**config.mk**
```make
export PLATFORM = sky130hd
export DESIGN_NAME = hostcmd_framer
export DESIGN_NICKNAME = d
export VERILOG_FILES = /design/src/rtl/hcf_pkg.sv /design/src/rtl/hcf_lead_decode.sv /design/src/rtl/hcf_pay_stage.sv /design/src/rtl/hcf_pong.sv /design/src/rtl/hostcmd_framer.sv
export SDC_FILE = /design/constraint.sdc
export NUM_CORES = 1
export LEC_CHECK = 0
export BUFFER_PORTS_ARGS = -buffer_cell sky130_fd_sc_hd__buf_4
export CORE_ASPECT_RATIO = 1.25
export CORE_MARGIN = 2
export CORE_UTILIZATION = 40
export DETAILED_ROUTE_END_ITERATION = 8
export GPL_TIMING_DRIVEN = 1
export RECOVER_POWER = 25
export SYNTH_ARGS = -nofsm -noshare
export SYNTH_HDL_FRONTEND = slang
export SYNTH_SLANG_ARGS = --single-unit
```
**constraint.sdc**
```tcl
create_clock -name clk -period 2.06 [get_ports clk]
set_input_delay 0.309 -clock clk [delete_from_list [all_inputs] [get_ports clk]]
set_output_delay 0.309 -clock clk [all_outputs]
set_load 0.01 [all_outputs]
```
**src/rtl/hcf_pkg.sv**
```systemverilog
package hcf_pkg;
  localparam int ARG_W = 10;
  localparam int LO_W  = 7;
  localparam int HI_W  = ARG_W - LO_W;

  typedef logic [ARG_W-1:0] arg_t;

  typedef enum logic [2:0] {
    K_NONE  = 3'd0,
    K_POINT = 3'd1,
    K_PING  = 3'd2,
    K_WDOG  = 3'd3,
    K_ON    = 3'd4,
    K_OFF   = 3'd5,
    K_POL   = 3'd6,
    K_NMRA  = 3'd7
  } kind_e;

  typedef enum logic [2:0] {
    C_BAD, C_ON, C_OFF, C_PAIR, C_POL, C_NMRA
  } lead_e;

  typedef enum logic [1:0] {
    S_LEAD, S_TAIL, S_FWD, S_SKIP
  } state_e;
endpackage

```
**src/rtl/hcf_lead_decode.sv**
```systemverilog
module hcf_lead_decode
  import hcf_pkg::*;
(
  input  logic [7:0] lead,
  output lead_e      cls,
  output kind_e      pair_kind
);
  always_comb begin
    cls       = C_BAD;
    pair_kind = K_NONE;
    if (lead == 8'h21) begin
      cls = C_ON;
    end else if (lead == 8'h20) begin
      cls = C_OFF;
    end else if (lead == 8'hFF) begin
      cls = C_NMRA;
    end else if (lead == 8'h98) begin
      cls       = C_PAIR;
      pair_kind = K_WDOG;
    end else if (lead[7:3] == 5'b10100) begin
      cls       = C_PAIR;
      pair_kind = K_POINT;
    end else if (lead[7:3] == 5'b10001) begin
      cls       = C_PAIR;
      pair_kind = K_PING;
    end else if (lead[7:3] == 5'b10010) begin
      cls = C_POL;
    end
  end
endmodule

```
**src/rtl/hcf_pay_stage.sv**
```systemverilog
module hcf_pay_stage #(
  parameter int W = 8
) (
  input  logic         clk,
  input  logic         rst,
  input  logic         in_valid,
  input  logic [W-1:0] in_data,
  input  logic         in_last,
  input  logic         in_abort,
  input  logic         in_kind,
  output logic         space,
  output logic         out_valid,
  output logic [W-1:0] out_data,
  output logic         out_last,
  output logic         out_abort,
  output logic         out_kind,
  input  logic         out_ready
);
  assign space = !out_valid || out_ready;

  always_ff @(posedge clk) begin
    if (rst) begin
      out_valid <= 1'b0;
      out_data  <= '0;
      out_last  <= 1'b0;
      out_abort <= 1'b0;
      out_kind  <= 1'b0;
    end else if (space) begin
      out_valid <= in_valid;
      if (in_valid) begin
        out_data  <= in_data;
        out_last  <= in_last;
        out_abort <= in_abort;
        out_kind  <= in_kind;
      end
    end
  end
endmodule

```
**src/rtl/hcf_pong.sv**
```systemverilog
module hcf_pong
  import hcf_pkg::*;
(
  input  logic       clk,
  input  logic       rst,
  input  logic       load,
  input  arg_t       tag,
  output logic       busy,
  output logic [7:0] tx_data,
  output logic       tx_valid,
  input  logic       tx_ready
);
  logic pend_q, hi_sent_q;
  arg_t tag_q;

  assign busy     = pend_q;
  assign tx_valid = pend_q;
  assign tx_data  = hi_sent_q ? {1'b0, tag_q[LO_W-1:0]}
                              : {5'b10001, tag_q[ARG_W-1:LO_W]};

  always_ff @(posedge clk) begin
    if (rst) begin
      pend_q    <= 1'b0;
      hi_sent_q <= 1'b0;
      tag_q     <= '0;
    end else if (pend_q) begin
      if (tx_ready) begin
        if (hi_sent_q) begin
          pend_q    <= 1'b0;
          hi_sent_q <= 1'b0;
        end else begin
          hi_sent_q <= 1'b1;
        end
      end
    end else if (load) begin
      pend_q <= 1'b1;
      tag_q  <= tag;
    end
  end
endmodule

```
**src/rtl/hostcmd_framer.sv**
```systemverilog
module hostcmd_framer
  import hcf_pkg::*;
#(
  parameter int POL_MAX_BYTES  = 8,
  parameter int NMRA_MAX_BYTES = 15
) (
  input  logic       clk,
  input  logic       rst,
  input  logic [7:0] rx_data,
  input  logic       rx_valid,
  output logic       rx_ready,
  output logic       cmd_valid,
  output logic [2:0] cmd_kind,
  output logic [9:0] cmd_arg,
  output logic       err,
  output logic [7:0] pay_data,
  output logic       pay_kind,
  output logic       pay_last,
  output logic       pay_abort,
  output logic       pay_valid,
  input  logic       pay_ready,
  output logic [7:0] tx_data,
  output logic       tx_valid,
  input  logic       tx_ready
);
  localparam int MAXB  = (POL_MAX_BYTES > NMRA_MAX_BYTES) ? POL_MAX_BYTES : NMRA_MAX_BYTES;
  localparam int CNT_W = $clog2(MAXB + 1);
  localparam logic [CNT_W-1:0] POL_LAST  = CNT_W'(POL_MAX_BYTES - 1);
  localparam logic [CNT_W-1:0] NMRA_LAST = CNT_W'(NMRA_MAX_BYTES - 1);

  state_e           st_q;
  kind_e            pend_kind_q, cmd_kind_q;
  logic [HI_W-1:0]  hi_q;
  logic [CNT_W-1:0] cnt_q;
  logic             nmra_q;
  logic             cmd_valid_q, err_q;
  arg_t             cmd_arg_q;

  lead_e cls;
  kind_e pair_kind;
  logic  space, accept, cont, at_limit, pong_busy, pong_load;
  logic  push, push_last, push_abort, push_kind;
  arg_t  pair_arg;

  hcf_lead_decode u_dec (.lead(rx_data), .cls(cls), .pair_kind(pair_kind));

  assign rx_ready = space;
  assign accept   = rx_valid && space;
  assign cont     = rx_data[7];
  assign at_limit = cnt_q == (nmra_q ? NMRA_LAST : POL_LAST);
  assign pair_arg = {hi_q, rx_data[LO_W-1:0]};

  always_comb begin
    push       = 1'b0;
    push_last  = 1'b0;
    push_abort = 1'b0;
    push_kind  = nmra_q;
    if (accept && st_q == S_LEAD && (cls == C_POL || cls == C_NMRA)) begin
      push      = 1'b1;
      push_kind = (cls == C_NMRA);
    end else if (accept && st_q == S_FWD) begin
      push       = 1'b1;
      push_last  = !cont || at_limit;
      push_abort = cont && at_limit;
    end
  end

  assign pong_load = accept && st_q == S_TAIL && !cont &&
                     pend_kind_q == K_PING && !pong_busy;

  hcf_pay_stage #(.W(8)) u_pay (
    .clk(clk), .rst(rst),
    .in_valid(push), .in_data(rx_data), .in_last(push_last),
    .in_abort(push_abort), .in_kind(push_kind), .space(space),
    .out_valid(pay_valid), .out_data(pay_data), .out_last(pay_last),
    .out_abort(pay_abort), .out_kind(pay_kind), .out_ready(pay_ready)
  );

  hcf_pong u_pong (
    .clk(clk), .rst(rst), .load(pong_load), .tag(pair_arg),
    .busy(pong_busy), .tx_data(tx_data), .tx_valid(tx_valid),
    .tx_ready(tx_ready)
  );

  always_ff @(posedge clk) begin
    if (rst) begin
      st_q        <= S_LEAD;
      pend_kind_q <= K_NONE;
      hi_q        <= '0;
      cnt_q       <= '0;
      nmra_q      <= 1'b0;
      cmd_valid_q <= 1'b0;
      cmd_kind_q  <= K_NONE;
      cmd_arg_q   <= '0;
      err_q       <= 1'b0;
    end else begin
      cmd_valid_q <= 1'b0;
      err_q       <= 1'b0;
      if (accept) begin
        unique case (st_q)
          S_LEAD: begin
            unique case (cls)
              C_ON, C_OFF: begin
                cmd_valid_q <= 1'b1;
                cmd_kind_q  <= (cls == C_ON) ? K_ON : K_OFF;
                cmd_arg_q   <= '0;
              end
              C_PAIR: begin
                pend_kind_q <= pair_kind;
                hi_q        <= rx_data[HI_W-1:0];
                st_q        <= S_TAIL;
              end
              C_POL, C_NMRA: begin
                nmra_q <= (cls == C_NMRA);
                cnt_q  <= CNT_W'(1);
                st_q   <= S_FWD;
              end
              default: begin
                err_q <= 1'b1;
                if (cont) st_q <= S_SKIP;
              end
            endcase
          end
          S_TAIL: begin
            if (cont) begin
              err_q <= 1'b1;
              st_q  <= S_SKIP;
            end else begin
              st_q <= S_LEAD;
              if (pend_kind_q == K_PING && pong_busy) begin
                err_q <= 1'b1;
              end else begin
                cmd_valid_q <= 1'b1;
                cmd_kind_q  <= pend_kind_q;
                cmd_arg_q   <= pair_arg;
              end
            end
          end
          S_FWD: begin
            cnt_q <= cnt_q + CNT_W'(1);
            if (!cont) begin
              cmd_valid_q <= 1'b1;
              cmd_kind_q  <= nmra_q ? K_NMRA : K_POL;
              cmd_arg_q   <= arg_t'(cnt_q) + arg_t'(1);
              st_q        <= S_LEAD;
            end else if (at_limit) begin
              err_q <= 1'b1;
              st_q  <= S_SKIP;
            end
          end
          default: begin
            if (!cont) st_q <= S_LEAD;
          end
        endcase
      end
    end
  end

  assign cmd_valid = cmd_valid_q;
  assign cmd_kind  = cmd_kind_q;
  assign cmd_arg   = cmd_arg_q;
  assign err       = err_q;
endmodule

```
# Word-level counts from Yosys, hierarchy flattened
# Index checks and enable logic that the tools add are counted.
# totals
elab_cells,135
inputBits,13
ff_bits,52
# op_classes
bitwise,2
n_mux,58
n_addsub,2
n_reduce_logical,31
n_eq_ne,25
# ops
operator,count
2-to-1 mux 3 bit,16
2-to-1 mux 10 bit,4
one-hot mux 10 bit (3 select lines),1
2-to-1 mux 1 bit,22
"equality test 8 x 6 -> 1 bit, second input constant",2
"equality test 8 bit, second input constant",2
"equality test 5 bit, second input constant",3
2-to-1 mux 2 bit,6
one-hot mux 2 bit (3 select lines),2
logical AND 1 bit,10
"equality test 3 x 2 -> 1 bit, second input constant",3
one-hot mux 3 bit (3 select lines),1
AND reduction 3 bit,3
2-to-1 mux 4 bit,2
2-to-1 mux 8 bit,1
"!= test 2 bit, second input constant",4
one-hot mux 4 bit (2 select lines),1
"equality test 3 bit, second input constant",2
one-hot mux 1 bit (3 select lines),2
AND reduction 2 bit,3
AND reduction 6 bit,1
OR reduction 2 bit,3
"adder 4 x 1 -> 5 bit, second input constant",1
AND reduction 5 bit,1
other kinds (16),22

# Logic depth before layout (Yosys ltp)
# depth
depth_word,13
mapped_depth,9
ltp_nobuf,7

# Cells and area by module
# Synthesis repeated with hierarchy kept, for this count alone.
# hier_totals
cells_unflattened,339
hier_area_um2,2972.9
# modules_own_cells
module,cells_each,n_inst,area_per_inst_um2
hostcmd_framer,199,1,1609.0
hcf_pong,63,1,645.6
hcf_pay_stage,54,1,550.5
hcf_lead_decode,23,1,167.7

# Worst setup path after synthesis
# No wires, ideal clock.
# synth_timing
kind,reg-to-reg
start,register st_q[1]
end,register cmd_arg_q[2] (netlist: cmd_arg[2])
path_slack_ns,0.181
path_stages_with_launch,10
arrival_time_ns,1.747
synth_period_minus_slack_ns,1.879
required_time_ns,1.928
cell_sequence,dfxtp_1 -> inv_1 -> ha_1 -> clkbuf_1 -> and4b_1 -> o22a_1 -> or3_1 -> buf_2 -> nand2_1 -> a21oi_1
# synth_between
elab_chain_cells,3
elab_cells_between_ends,10
# synth_rtl
item,line,source
"start, declared",hostcmd_framer.sv:31,state_e st_q;
"start signal, assigned",hostcmd_framer.sv:87,st_q <= S_LEAD;
"start signal, assigned",hostcmd_framer.sv:111,st_q <= S_TAIL;
"start signal, assigned",hostcmd_framer.sv:116,st_q <= S_FWD;
"equality test 2 x 1 -> 1 bit, or another cell as far along",hostcmd_framer.sv:100,unique case (st_q)
"!= test 2 bit (no line), or another cell as far along",-,
AND reduction 6 bit (no line),-,
"end signal, assigned",hostcmd_framer.sv:135,cmd_arg_q <= pair_arg;
"end signal, assigned",hostcmd_framer.sv:144,cmd_arg_q <= arg_t'(cnt_q) + arg_t'(1);
"end, declared",hostcmd_framer.sv:37,arg_t cmd_arg_q;
# Parallel ways exist; a longest one is shown, timed or not.
# A chain may end at the register's enable or synchronous reset.

# Final worst setup path
# layout_timing
start,register st_q[1]
end,register cmd_kind_q[0] (netlist: cmd_kind[0])
# layout_between
elab_chain_cells,3
elab_cells_between_ends,10
# layout_rtl
item,line,source
"equality test 2 x 1 -> 1 bit, or another cell as far along",hostcmd_framer.sv:100,
"!= test 2 bit (no line), or another cell as far along",-,
AND reduction 6 bit (no line),-,
"end signal, assigned",hostcmd_framer.sv:105,cmd_kind_q <= (cls == C_ON) ? K_ON : K_OFF;
"end signal, assigned",hostcmd_framer.sv:134,cmd_kind_q <= pend_kind_q;
"end signal, assigned",hostcmd_framer.sv:143,cmd_kind_q <= nmra_q ? K_NMRA : K_POL;
"end, declared",hostcmd_framer.sv:32,"kind_e pend_kind_q, cmd_kind_q;"
# Parallel ways exist; a longest one is shown, timed or not.

==> reports/results.md <==
| Result | Value |
|---|---|
| Outcome | finished clean |
| Seq pwr share | 44.7% |
| Count of H-tree levels built during CTS | 2 |
| Period utilisation layout | 91.4% |
| Compound-cell area share of the yosys netlist | 14.8% |
| Die boundary height | 93.9 um |
| Cell Pwr Density | 740 nW/um2 |
| Final hold violations | 0 |
| Initial DRT Pass Iterations | 4 |
| Total number of nets in the final design | 379 |
| Global-route usage over all layers | 19.9% |
| Crit end category | register |
| Dpl hpwl | 4910 um |
| Fraction of registers with async set or reset after synthesis | 0% |
| Setup slack on the worst flop-to-flop path | 180 ps |
| Gate power share | 31.1% |
| Total die area | 7120 um2 |
| Clk pwr share | 24.2% |
| Final TNS setup | 0 ps |
| Portion of netlist area occupied by mux cells | 11.0% |
| Root buffer cell | sky130_fd_sc_hd__clkbuf_8 |
| Via count of the routed design | 2399 |
| Number of cell rows | 32 |
| Slew Limit Fails | 0 |
| Initial detailed-routing violation count | 111 |
| Leading register cell type out of synthesis | sky130_fd_sc_hd__dfxtp_1 |
| Wire length of the first global-routing pass | 10900 um |
| Fraction of post-synthesis cell area in the top cell type by area | 39.5% |
| Synthesized cell area | 2580 um2 |
| Last weighted congestion value of the routability-driven placer | 0.947 |
| Final wirelength | 6890 um |
| Number of CTS-inserted buffers | 5 |
| Clock Latency Late Sink | 310 ps |
| Utilization of the core after routing | 51.4% |
| # placed instances | 434 |
| Maximum net fanout on the critical path | 6 |
| Pin count of the biggest net entering global routing | 48 |
| Bufs on Longest Clock Path | 2 |
| Remaining DRCs | 0 |
| Overall overflow remaining after global route | 0 |
| Final number of setup-violating endpoints | 0 |
| Initial antenna violation count | 0 |
| Proportion of layout cells with a drive suffix above 1 | 22.2% |
| Seq/Total Area, Yosys | 39.5% |
| Final std cell area, no fill | 3190 um2 |
| Placed Instance Area | 3130 um2 |
| Fmax | 531 MHz |
| Synthesized-area fraction occupied by xor and xnor cells | 1.36% |
| Depth of the most critical reg-to-reg path | 7 |
| Worst vdd rail ir drop | 483 uV |
| Required time at the endpoint of the critical path | 2300 ps |
| Class of the tightest hold or removal check | in2reg |
| Number of synthesized register bits | 51 |
| Worst hold stages | 4 |
| Reg clk slew, reported paths | 90 ps |
| Most repeated cell in the gate-level netlist after synthesis | sky130_fd_sc_hd__dfxtp_1 |
| Final antenna-violating net count | 0 |
| Worst setup SP type | register |
| Reg-to-reg startpoint | st_q[1] |
| Hold Startpoint | tx_ready |
| Effective utilization at floorplan | 41.6% |
| Hold Crit Endpoint | u_pong.busy |
| Maximum Capacitance Violations | 0 |
| Synth area leaders | sky130_fd_sc_hd__dfxtp_1 (40%), sky130_fd_sc_hd__mux2i_1 (9.3%), sky130_fd_sc_hd__nand2_1 (6.7%) |
| Antenna cell count | 0 |
| Transition time of the tightest slew-check pin | 478 ps |
| EDFF count, synth | 0 |
| Core Region | 6210 um2 |
| Switching pwr | 796 uW |
| Area leader, netlist | sky130_fd_sc_hd__dfxtp_1 |
| Setup Skew | 6.79 ps |
| Non-Filler Instances | 445 |
| Floorplan die width | 75.9 um |
| Synth Instances | 300 |
| Count of different cell masters after synthesis | 55 |
| Simple-Gate Fraction of Synth Area | 25.5% |
| CTS Sinks | 51 |
| Number of global-route vias before repair | 2189 |
| WL/cell | 15.5 um |
| Crit Reg-Reg Endpoint | cmd_kind[0] |
| I/O pin total | 50 |
| Total power draw | 2.36 mW |
| Combinational family with the most area after synthesis | simple AND/OR/NAND/NOR gates |
| Startpoint-to-endpoint class of the critical path | reg2reg |
| Relative max-transition margin | 68.1% |
| Switching power as a share of total power | 33.7% |
| Clock tree from TritonCTS | done |
| Shortest period the worst path allows | 1880 ps |
| Adder-cell area share of the yosys netlist | 2.91% |
| Total leakage power | 1.29 nW |
| Post-Synthesis Mean Instance Area | 8.61 um2 |
| Total internal power | 1.56 mW |
| Cell types with the highest counts after synthesis | sky130_fd_sc_hd__dfxtp_1 (51), sky130_fd_sc_hd__nand2_1 (46), sky130_fd_sc_hd__nor2_1 (25), sky130_fd_sc_hd__mux2i_1 (24), sky130_fd_sc_hd__a21oi_1 (22) |
| Warnings, synthesis | 0 |
| Unrepaired setup endpoints after global routing | false |
| Port Buf Inserts | 49 |
| Number of nets produced by synthesis | 319 |
| Post-detailed-route via-to-cell ratio | 5.39 |
| Syn-to-layout area delta | 23.4% |
| Critical path arrival | 2120 ps |
[stage by stage]
step / hold WS (ps) / setup slack, ps
5_1_grt: 292 / 9.56
3_3_place_gp: 439 / -61.9
6_report: 286 / 177
4_1_cts: 283 / 14.8
2_1_floorplan: 451 / 181
3_5_place_dp: 445 / -99.3
[placed cells by master, fill, tap and decap left out, types with 5 or more instances in the layout]
cell,synthesis,final
sky130_fd_sc_hd__clkbuf_8,0,5
sky130_fd_sc_hd__inv_1,8,8
sky130_fd_sc_hd__nor2_1,25,25
sky130_fd_sc_hd__mux2i_1,24,24
sky130_fd_sc_hd__clkbuf_1,15,20
sky130_fd_sc_hd__ha_1,6,6
sky130_fd_sc_hd__nand2b_1,8,8
sky130_fd_sc_hd__nand2_1,46,46
sky130_fd_sc_hd__nand3_1,16,16
sky130_fd_sc_hd__buf_4,2,54
sky130_fd_sc_hd__a21oi_1,22,22
sky130_fd_sc_hd__dfxtp_1,51,51
[registers in the layout (all words and copies together) (netlist names)]
name and cells:
u_pay.out_data 8, cmd_kind 3, u_pong.busy 1, cnt_q 4, u_pong.hi_sent_q 1, u_pay.out_valid 1
u_pay.out_abort 1, cmd_arg 10, hi_q 3, u_pay.out_last 1, u_pay.out_kind 1, cmd_valid 1
st_q 2, u_pong.tag_q 10, err 1, pend_kind_q 2, nmra_q 1
[worst max-delay path by stage]
stage,startpoint,endpoint,slack (ps)
3_3_place_gp,rx_data[7],cmd_kind[0],-60
4_1_cts,st_q[0],st_q[0],10
2_1_floorplan,st_q[1],cmd_arg[2],180
5_1_grt,st_q[0],st_q[0],10
3_5_place_dp,rx_data[7],cmd_kind[0],-100
6_report,st_q[1],cmd_kind[0],180
[final cells by class]
cell class | instances | area (um2)
clock buffer | 5 | 68.8
tap | 85 | 106
timing repair buffer | 74 | 480
multi-input combinational | 220 | 1470
fill | 657 | 3020
sequential | 51 | 1020
inverter | 8 | 30.0
clock inverter | 2 | 13.8
[critical path: stages, from the launching register on]
cell and delay [ps]:
sky130_fd_sc_hd__dfxtp_1 350, sky130_fd_sc_hd__inv_1 80, sky130_fd_sc_hd__ha_1 200, sky130_fd_sc_hd__and4b_1 200, sky130_fd_sc_hd__o22a_1 270, sky130_fd_sc_hd__nor3_4 320
sky130_fd_sc_hd__o311ai_0 230, sky130_fd_sc_hd__a21oi_1 160
[cell families (layout without fill, tap and decap cells)]
group | count (synthesis) | in the layout
AOI/OAI and AO/OA | 53 | 53
buffers and inverters | 30 | 89
DFF | 51 | 51
muxes | 28 | 28
xor gates and xnor gates | 4 | 4
and+or+nand+nor | 128 | 129
adders and majority gates | 6 | 6
[what timing repair did]
| item | 4_1_cts | 5_1_grt |
|---|---|---|
| buffers inserted | 0 | 3 |
| cloned | 0 | 1 |
| pin swaps | 0 | 2 |
| hold buffers | 0 | 0 |
| gates resized for setup | 2 | 3 |
| endpoints found under the setup margin | 10 | 10 |
[per-layer routing]
metal / GRT usage, % / wire length [um]
met4: 7.16 / 132
met1: 27.0 / 3080
met5: 0 / 0
met2: 31.1 / 3310
met3: 3.76 / 368
[power groups by stage]
stage | clock network (mW) | logic, mW | registers, mW
after global placement | 0 | 0.699 | 1.08
after CTS | 0.582 | 0.720 | 1.06
after global routing | 0.626 | 0.803 | 1.06
after detailed placement | 0 | 0.708 | 1.08
final | 0.570 | 0.734 | 1.05
after floorplan | 0 | 0.432 | 1.09
No activity file was read; power rests on OpenSTA's default activity.
